## src/rtl/dm_cache_pkg.sv

```systemverilog
package dm_cache_pkg;

  typedef enum logic [1:0] {
    ST_IDLE,
    ST_FLUSH,
    ST_FILL
  } cacheState_t;

  // Strobes from the control FSM to the datapath.
  typedef struct packed {
    logic latchReq;    // capture request fields
    logic hitRead;     // load read data from the array
    logic hitWrite;    // write the array on a hit, mark dirty
    logic flushPhase;  // memory address uses the victim tag
    logic fillWord;    // store one returned word into the line
    logic fillDone;    // last word stored: install tag and flags
    logic deliver;     // requested word arrived during the fill
  } ctrlStrobes_t;

endpackage

```

## src/rtl/dm_cache_datapath.sv

```systemverilog
module dm_cache_datapath
  import dm_cache_pkg::*;
#(
  parameter int ADDR_W    = 10,
  parameter int DATA_W    = 16,
  parameter int SLOT_BITS = 2,
  parameter int WORD_BITS = 4
) (
  input  logic                 clk,
  input  logic                 rst_n,
  input  ctrlStrobes_t         strobes,
  input  logic [WORD_BITS-1:0] wordCnt,
  input  logic [ADDR_W-1:0]    cpuAddr,
  input  logic                 cpuWe,
  input  logic [DATA_W-1:0]    cpuWdata,
  input  logic [DATA_W-1:0]    memRdata,
  output logic                 lookupHit,
  output logic                 victimDirty,
  output logic [WORD_BITS-1:0] reqWord,
  output logic [ADDR_W-1:0]    memAddr,
  output logic [DATA_W-1:0]    memWdata,
  output logic [DATA_W-1:0]    cpuRdata
);
  localparam int TAG_W = ADDR_W - SLOT_BITS - WORD_BITS;
  localparam int SLOTS = 1 << SLOT_BITS;
  localparam int WORDS = 1 << WORD_BITS;

  logic [TAG_W-1:0]  tagArr   [SLOTS];
  logic [SLOTS-1:0]  validArr;
  logic [SLOTS-1:0]  dirtyArr;
  logic [DATA_W-1:0] lineMem  [SLOTS][WORDS];

  logic [TAG_W-1:0]     inTag;
  logic [SLOT_BITS-1:0] inSlot;
  logic [WORD_BITS-1:0] inWord;
  assign {inTag, inSlot, inWord} = cpuAddr;

  logic [TAG_W-1:0]     reqTag;
  logic [SLOT_BITS-1:0] reqSlot;
  logic                 reqWe;
  logic [DATA_W-1:0]    reqWdata;

  // Per-slot tag compare
  logic [SLOTS-1:0] slotHit;
  for (genvar s = 0; s < SLOTS; s++) begin : g_cmp
    assign slotHit[s] = validArr[s] && (tagArr[s] == inTag);
  end
  assign lookupHit   = slotHit[inSlot];
  assign victimDirty = validArr[inSlot] && dirtyArr[inSlot];

  always_ff @(posedge clk or negedge rst_n) begin
    if (!rst_n) begin
      reqTag   <= '0;
      reqSlot  <= '0;
      reqWord  <= '0;
      reqWe    <= 1'b0;
      reqWdata <= '0;
    end else if (strobes.latchReq) begin
      reqTag   <= inTag;
      reqSlot  <= inSlot;
      reqWord  <= inWord;
      reqWe    <= cpuWe;
      reqWdata <= cpuWdata;
    end
  end

  always_ff @(posedge clk or negedge rst_n) begin
    if (!rst_n) begin
      validArr <= '0;
      dirtyArr <= '0;
      for (int s = 0; s < SLOTS; s++) tagArr[s] <= '0;
    end else if (strobes.hitWrite) begin
      dirtyArr[inSlot] <= 1'b1;
    end else if (strobes.fillDone) begin
      validArr[reqSlot] <= 1'b1;
      dirtyArr[reqSlot] <= reqWe;
      tagArr[reqSlot]   <= reqTag;
    end
  end

  logic mergeHere;
  assign mergeHere = reqWe && (wordCnt == reqWord);

  always_ff @(posedge clk) begin
    if (strobes.hitWrite)
      lineMem[inSlot][inWord] <= cpuWdata;
    else if (strobes.fillWord)
      lineMem[reqSlot][wordCnt] <= mergeHere ? reqWdata : memRdata;
  end

  always_ff @(posedge clk or negedge rst_n) begin
    if (!rst_n)
      cpuRdata <= '0;
    else if (strobes.hitRead)
      cpuRdata <= lineMem[inSlot][inWord];
    else if (strobes.deliver)
      cpuRdata <= reqWe ? reqWdata : memRdata;
  end

  assign memAddr  = {(strobes.flushPhase ? tagArr[reqSlot] : reqTag), reqSlot, wordCnt};
  assign memWdata = lineMem[reqSlot][wordCnt];

endmodule

```

## src/rtl/dm_cache_ctrl.sv

```systemverilog
module dm_cache_ctrl
  import dm_cache_pkg::*;
#(
  parameter int WORD_BITS = 4,
  parameter int CNT_W     = 16
) (
  input  logic                 clk,
  input  logic                 rst_n,
  input  logic                 cpuReq,
  input  logic                 cpuWe,
  input  logic                 lookupHit,
  input  logic                 victimDirty,
  input  logic [WORD_BITS-1:0] reqWord,
  input  logic                 memAck,
  output ctrlStrobes_t         strobes,
  output logic [WORD_BITS-1:0] wordCnt,
  output logic                 memReq,
  output logic                 memWe,
  output logic                 cpuBusy,
  output logic                 cpuDone,
  output logic [CNT_W-1:0]     hitCount,
  output logic [CNT_W-1:0]     missCount
);
  cacheState_t state, nextState;
  logic accept, lastWord;

  assign accept   = (state == ST_IDLE) && cpuReq;
  assign lastWord = &wordCnt;
  assign cpuBusy  = (state != ST_IDLE);

  always_comb begin
    strobes   = '0;
    memReq    = 1'b0;
    memWe     = 1'b0;
    nextState = state;
    case (state)
      ST_IDLE: if (cpuReq) begin
        strobes.latchReq = 1'b1;
        strobes.hitRead  = lookupHit && !cpuWe;
        strobes.hitWrite = lookupHit && cpuWe;
        if (!lookupHit) nextState = victimDirty ? ST_FLUSH : ST_FILL;
      end
      ST_FLUSH: begin
        memReq             = 1'b1;
        memWe              = 1'b1;
        strobes.flushPhase = 1'b1;
        if (memAck && lastWord) nextState = ST_FILL;
      end
      ST_FILL: begin
        memReq = 1'b1;
        if (memAck) begin
          strobes.fillWord = 1'b1;
          strobes.deliver  = (wordCnt == reqWord);
          if (lastWord) begin
            strobes.fillDone = 1'b1;
            nextState        = ST_IDLE;
          end
        end
      end
      default: nextState = ST_IDLE;
    endcase
  end

  always_ff @(posedge clk or negedge rst_n) begin
    if (!rst_n) begin
      state     <= ST_IDLE;
      wordCnt   <= '0;
      cpuDone   <= 1'b0;
      hitCount  <= '0;
      missCount <= '0;
    end else begin
      state   <= nextState;
      cpuDone <= (accept && lookupHit) || strobes.deliver;
      if (accept)
        wordCnt <= '0;
      else if (memReq && memAck)
        wordCnt <= wordCnt + 1'b1;
      if (accept && lookupHit && !(&hitCount))
        hitCount <= hitCount + 1'b1;
      if (accept && !lookupHit && !(&missCount))
        missCount <= missCount + 1'b1;
    end
  end

endmodule

```

## src/rtl/dm_cache.sv

```systemverilog
module dm_cache
  import dm_cache_pkg::*;
#(
  parameter int ADDR_W    = 10,
  parameter int DATA_W    = 16,
  parameter int SLOT_BITS = 2,
  parameter int WORD_BITS = 4,
  parameter int CNT_W     = 16
) (
  input  logic              clk,
  input  logic              rst_n,
  input  logic              cpuReq,
  input  logic              cpuWe,
  input  logic [ADDR_W-1:0] cpuAddr,
  input  logic [DATA_W-1:0] cpuWdata,
  output logic [DATA_W-1:0] cpuRdata,
  output logic              cpuDone,
  output logic              cpuBusy,
  output logic              memReq,
  output logic              memWe,
  output logic [ADDR_W-1:0] memAddr,
  output logic [DATA_W-1:0] memWdata,
  input  logic [DATA_W-1:0] memRdata,
  input  logic              memAck,
  output logic [CNT_W-1:0]  hitCount,
  output logic [CNT_W-1:0]  missCount
);
  ctrlStrobes_t         strobes;
  logic [WORD_BITS-1:0] wordCnt;
  logic [WORD_BITS-1:0] reqWord;
  logic                 lookupHit;
  logic                 victimDirty;

  dm_cache_ctrl #(.WORD_BITS(WORD_BITS), .CNT_W(CNT_W)) u_ctrl (
    .clk, .rst_n, .cpuReq, .cpuWe, .lookupHit, .victimDirty, .reqWord,
    .memAck, .strobes, .wordCnt, .memReq, .memWe, .cpuBusy, .cpuDone,
    .hitCount, .missCount
  );

  dm_cache_datapath #(
    .ADDR_W(ADDR_W), .DATA_W(DATA_W), .SLOT_BITS(SLOT_BITS), .WORD_BITS(WORD_BITS)
  ) u_dp (
    .clk, .rst_n, .strobes, .wordCnt, .cpuAddr, .cpuWe, .cpuWdata, .memRdata,
    .lookupHit, .victimDirty, .reqWord, .memAddr, .memWdata, .cpuRdata
  );

endmodule

```

## config.mk

```make
export PLATFORM = sky130hd
export DESIGN_NAME = dm_cache
export DESIGN_NICKNAME = d
export VERILOG_FILES = /design/src/rtl/dm_cache_pkg.sv /design/src/rtl/dm_cache_datapath.sv /design/src/rtl/dm_cache_ctrl.sv /design/src/rtl/dm_cache.sv
export SDC_FILE = /design/constraint.sdc
export NUM_CORES = 2
export LEC_CHECK = 0
export BUFFER_PORTS_ARGS = -buffer_cell sky130_fd_sc_hd__buf_2
export CAP_MARGIN = 30
export CORE_ASPECT_RATIO = 2
export CORE_MARGIN = 3
export CORE_UTILIZATION = 50
export CTS_BUF_LIST = sky130_fd_sc_hd__clkbuf_4
export DETAILED_ROUTE_END_ITERATION = 10
export GPL_TIMING_DRIVEN = 0
export PLACE_DENSITY = 0.68
export RECOVER_POWER = 50
export SYNTH_ARGS = -nofsm -noshare
export SYNTH_HDL_FRONTEND = slang
export SYNTH_SLANG_ARGS = --single-unit
```

## constraint.sdc

```tcl
create_clock -name clk -period 7.8 [get_ports clk]
set_input_delay 0.78 -clock clk [delete_from_list [all_inputs] [get_ports clk]]
set_output_delay 0.78 -clock clk [all_outputs]
set_load 0.01 [all_outputs]
```

---- After elaboration in Yosys (flattened, before gate mapping) ----
Memory sizes are Yosys's and may differ from the RTL's.
Index checks and enable logic that the tools add are counted.
Widths: inputs -> output; s select.
word-level totals
  input port bits ......................... 47
  memory bits (writable) .................. 1024
  output and inout bits ................... 78
  word-level logic and storage cells ...... 144
  register bits ........................... 106
  memories kept ........................... 1
operators by class
  magnitude comparators ................... 10
  equal/unequal tests ..................... 12
  mux-type cells .......................... 58
  bitwise gates (word level) .............. 6
  reductions and logical operators ........ 37
  $add $sub $neg .......................... 3
memory list
  name          words  width  rd ports  clocked after memory_dff  write ports  line                     RTL
  u_dp.lineMem  4      256    2         0                         1            dm_cache_datapath.sv:31  logic [DATA_W-1:0] lineMem [SLOTS][WORDS];
operators with widths
  cell                   count
  $mux 256               4
  $reduce_or 256->1      1
  $mux 16                10
  $bmux 16 s4            2
  $demux 16 s4           2
  $add 16x1->16 const B  2
  $mux 4                 8
  $reduce_and 16->1      2
  $eq 4x4->1             5
  $logic_and 1x1->1      20
  $bwmux 16              1
  $mux 2                 7
  $mux 3                 4
  $mux 1                 11
  $ge 5x5->1 const B     2
  $lt 5x1->1 const B     2
  $not 4->5              2
  $bmux 4 s2             1
  $demux 4 s2            1
  $or 4x4->4             2
  $reduce_bool 2->1      4
  $bmux 1 s2             3
  $lt 2x3->1 const B     2
  $ne 2x2->1 const B     3
  19 further kinds       25

---- Depth between registers and ports, before layout ----
  word-level depth ........................ 11
  depth in mapped cells ................... 12
  gate-level depth less buffers ........... 8

---- Hierarchy ----
From an unflattened synthesis, not the netlist that was laid out.
unflattened totals
  cells, all modules ...................... 3031
  area total of the unflattened synthesis .. 53613.9 um^2
modules (own cells, without submodules)
  module             seq. area each (um^2)  area each (um^2)  instances  cells each
  dm_cache_datapath  32426.1                51539.4           1          2829
  dm_cache_ctrl      975.9                  2074.5            1          202

---- Worst setup path before layout ----
OpenSTA, ideal clock, no wires.
  kind .................................... flip-flop to flip-flop
  start point ............................. reg u_ctrl.wordCnt[1]
  end point ............................... mem u_dp.lineMem[0][100] (netlist name), data pin
  arrival time ............................ 4241 ps
  stages on the path, launching flop included .. 12
  path buffers ............................ 4
  library setup time ...................... 549 ps
  clock period less this slack ............ 4790 ps
  slack ................................... 3010 ps
  required time ........................... 7251 ps
  cells stage by stage .................... dfrtp_1 inv_1 buf_2 buf_1 ha_1 nor4_1 nor2_1 and2_4 buf_6 buf_1 nor2_1 a21oi_1
between the ends
  word-level cells in the longest chain between the ends .. 8
  elaborated cells on any way between the ends .. 12
  classes of those cells .................. order compare (2); eq/ne (1); mux (5); bitwise (1); reduce/logical (3)
RTL lines
  element                                                                line                     RTL
  start, declared                                                        dm_cache_ctrl.sv:16      output logic [WORD_BITS-1:0] wordCnt,
  start signal, assigned                                                 dm_cache_ctrl.sv:77      wordCnt <= wordCnt + 1'b1;
  $not 4->5                                                              dm_cache_datapath.sv:88  lineMem[reqSlot][wordCnt] <= mergeHere ? reqWdata : memRdata;
  $ge 5x5->1 (not written as such) / $lt 5x1->1 (equally long branches)  dm_cache_datapath.sv:88
  $logic_and 1x1->1 (not written as such)                                dm_cache_datapath.sv:88
  $mux 16                                                                dm_cache_datapath.sv:88
  $demux 16 s4                                                           dm_cache_datapath.sv:88
  $mux 256                                                               dm_cache_datapath.sv:88
  $reduce_or 256->1 (no source line)                                     --
  $mux 256 (no source line) *                                            --
  end, declared                                                          dm_cache_datapath.sv:31
Every way passes the cells marked *; elsewhere a longest branch is shown, timed or not.

---- Worst setup path after layout ----
  start point ............................. reg u_ctrl.wordCnt[0]
  end point ............................... mem u_dp.lineMem[1][215] (netlist name), enable pin
between the ends
  word-level cells in the longest chain between the ends .. 8
  elaborated cells on any way between the ends .. 10
  classes of those cells .................. order compare (2); mux (5); bitwise (1); reduce/logical (2)
RTL lines
  element                                                                line
  $not 4->5 *                                                            dm_cache_datapath.sv:88
  $ge 5x5->1 (not written as such) / $lt 5x1->1 (equally long branches)  dm_cache_datapath.sv:88
  $logic_and 1x1->1 (not written as such)                                dm_cache_datapath.sv:88
  $mux 16                                                                dm_cache_datapath.sv:88
  $demux 16 s4 *                                                         dm_cache_datapath.sv:88
  $mux 256 *                                                             dm_cache_datapath.sv:88
  $reduce_or 256->1 (no source line)                                     --
  $mux 2 (no source line) / $mux 256 (equally long branches)             --
Marks and branches as above.

==> results.json <==
{
  "synth_area_sq_mm": 0.0532,
  "slew_violations": 382,
  "ys_types": 69,
  "max_stage_delay_ns": 1.65,
  "timing.critical_path.buf_inv": 5,
  "holdWs_ns": 0.0730,
  "timing.final.crit_share_pct": 94.7,
  "drive_gt1_share_pct": 37.1,
  "holdCritPathClass": "primary input to flip-flop",
  "synth_edf_count": 1024,
  "synth.most_common_cell": "edfxtp_1",
  "die_w_um": 237,
  "synth-seq-area-share_pct": 62.8,
  "wire_per_inst_um": 52.6,
  "htreeDepth": 5,
  "setup_tns_ns": 0,
  "grt_max_degree": 65,
  "track_usage_pct": 47.9,
  "rows": 168,
  "critPathMaxFanout": 11,
  "avgSynthCellArea_sq_um": 18.7,
  "tritoncts": "built",
  "netlist.area_leader.share_pct": 57.8,
  "postCtsSetupBuffers": 0,
  "cp.arrival_ns": 8.21,
  "gr-total-overflow": 0,
  "crit_chain": "clkbuf_1, clkbuf_1, inv_1, ha_1, nor4_1, nor2_1, and2_0, clkbuf_1, a22oi_1, nor2_1, clkbuf_1",
  "dp_hpwl_um": 192000,
  "drc": 0,
  "grt_pass1_wl_um": 342000,
  "worst_pin_slew_ns": 3.66,
  "via_per_inst": 7.65,
  "portBuffers": 116,
  "hold_viol": 0,
  "first_iter_violations": 6663,
  "post_cts_resized": 0,
  "grt_pass1_vias": 37799,
  "period_needed_ns": 7.39,
  "synth_flop_cell": "edfxtp_1",
  "synth_fp_nets": 2892,
  "timing.rr.start": "u_ctrl.wordCnt[0]$_DFFE_PN0P_",
  "rsz0062_at_grt": "false",
  "antenna_found_initial": 39,
  "vdd_ir_drop_max_mv": 0.226,
  "antenna_left": 0,
  "p_leak_nw": 20.5,
  "synth_area_leaders": "edfxtp_1 (58%), mux4_2 (24%), dfrtp_1 (5.0%), mux2i_1 (2.1%), nand2_1 (1.1%)",
  "clockBufferDepth": 4,
  "skew_ns": 0.0756,
  "yosysWarningCount": 0,
  "die_h_um": 467,
  "yosysTopAreaCell": "edfxtp_1",
  "drt_pass1_iterations": 9,
  "root_buffer": "clkbuf_4",
  "powerDensity_mw_per_mm2": 334,
  "initial_core_util_pct": 50.6,
  "die_area_sq_mm": 0.111,
  "cts_made_buffers": 277,
  "cp.required_ns": 8.62,
  "ctsHoldBuffers": 34,
  "async_reset_ff_share_pct": 9.38,
  "cpLargestDelayFamily": "buffers and inverters",
  "failed_checks": "capacitance limit, slew limit",
  "ys_seq_elements": 1130,
  "crit_top_cell": "clkbuf_1",
  "clkLatencyLatePin_ns": 1.30,
  "slew_headroom_pct": -144,
  "place.gp.congestion": 1.11,
  "critPathLaunchType": "flip-flop",
  "nets": 3473,
  "detailroute.via_count": 38192,
  "worstHoldStart": "memRdata[15]",
  "finalSetupViolations": 0,
  "post_synth_inst_count": 2836,
  "clock-sinks": 1130,
  "core_sq_mm": 0.105,
  "crit_path_end_kind": "flip-flop",
  "clock.fmax_ghz": 0.135,
  "status": "finished, violations left",
  "cp_slowest_cell": "a22oi_1",
  "crit_start": "u_ctrl.wordCnt[0]$_DFFE_PN0P_",
  "ys_top_cells_by_count": "edfxtp_1 (1,024), mux4_2 (574), nand2_1 (155)",
  "clk_pin_slew_ns": 0.07,
  "syn_to_final_growth_pct": 15.5,
  "drv_cap": 18,
  "critPathKind": "flip-flop to flip-flop",
  "wl_um": 263000,
  "ioPinCount": 125
}
kinds of logic after synthesis:
logic type	synth area share (%)
multiplexers	27.0
adder cells (fa/ha/maj)	0.212
AO/OA/AOI/OAI	3.21
AND/OR/NAND/NOR	3.95
flip-flops	62.8
buffers and inverters	2.03
XOR/XNOR	0.807
worst register-to-register path: stages, from the launching register on:
cell and delay, ns:
dfrtp_1 1.05, clkbuf_1 0.52, clkbuf_1 0.82, inv_1 0.22, ha_1 0.40, nor4_1 0.35
nor2_1 0.15, and2_0 0.16, clkbuf_1 0.26, a22oi_1 1.65, nor2_1 0.76, clkbuf_1 0.60
path summary, 6_finish.rpt:
kind	slack, ns	endpoint	depth (start not counted)
worst max-delay path	0.41	u_dp.lineMem[1][215]$_DFFE_PP_	11
worst min-delay path	0.07	u_dp.cpuRdata[15]$_DFFE_PN0P_	5
worst max register to register	0.41	u_dp.lineMem[1][215]$_DFFE_PP_	11
worst min register to register	0.50	u_dp.reqWdata[8]$_DFFE_PN0P_	2
max in group asynchronous	2.83	u_dp.reqWdata[7]$_DFFE_PN0P_	4
min in group asynchronous	0.83	u_dp.reqWdata[0]$_DFFE_PN0P_	3
final cells by class:
class | count | area (sq um)
flip-flops and latches | 1130 | 33400
inverters | 12 | 45.0
plain buffers | 219 | 1010
clock inverters | 84 | 437
diodes | 30 | 75.1
repair buffers | 302 | 3040
clock buffers | 382 | 2870
multi-input cells | 1475 | 18800
fillers | 8053 | 43700
well taps | 1360 | 1700
power by group:
part | switching, mW | leakage, nW | internal [mW]
combinational | 5.28 | 7.98 | 2.70
clock | 2.51 | 1.99 | 2.40
sequential | 0.198 | 10.6 | 7.41
layout by cell type (no fill, tap or decap), types with 11 or more instances in the layout:
cell type      synthesis  routed
clkbuf_2               0      11
diode_2                0      30
clkinv_1               1      60
nor3_1                21      21
nor2b_1               14      13
buf_4                 17      25
buf_16                 0      19
dfrtp_1              106     106
and3_1                14      14
a22oi_1               48      49
clkbuf_4               0     383
clkinv_2               0      13
nor2_1               139     106
nand3_1               51      51
nand2_1              155     155
a31oi_1               26      26
clkbuf_1              91     191
dlygate4sd3_1          0      34
inv_1                 11      11
nor4_1                17      17
buf_1                 34      18
xnor2_1               30      30
buf_2                 69     124
a221oi_1              12      12
a21oi_1               58      48
edfxtp_1            1024    1024
nor2_2                 2      32
buf_12                 0      17
buf_8                  0      73
mux2_2                26      26
mux2i_1              110     110
nand4_1               23      23
xor2_1                19      19
o21ai_0               32      34
mux4_2               574     574
through the flow:
stage / utilization (%) / worst slack, ns / instances / cell area, sq um / total power, mW
after floorplan: - / 3.01 / 2836 / 53200 / 11.4
after global placement: 52.8 / -2.34 / 4312 / 55500 / 14.8
after detailed placement: 55.5 / 2.16 / 4455 / 58300 / 15.3
after CTS: 58.9 / 1.50 / 4955 / 61900 / 20.1
after global routing: 58.4 / 0.771 / 4969 / 61400 / 20.7
final: 58.4 / 0.414 / 4994 / 61400 / 20.5
flip-flops by register name, summed over array words and instances, names as in the netlist, 4 cells and up:
register / flops
u_ctrl.missCount: 16
u_dp.reqWdata: 16
u_dp.lineMem: 1024
u_dp.dirtyArr: 4
u_ctrl.hitCount: 16
u_dp.reqTag: 4
u_dp.tagArr: 16
u_dp.reqWord: 4
u_dp.validArr: 4
u_ctrl.wordCnt: 4
u_dp.cpuRdata: 16
metal layers:
metal / global-route usage (%) / vias up / part of all wire [%]
met4: 50.2 / 18 / 14
met5: 0.176 / - / 0.061
met1: 49.0 / 19515 / 28
met3: 17.7 / 1394 / 13
li1: - / 13366 / -
met2: 72.8 / 3899 / 46
Power figures use the tool's default switching activity.
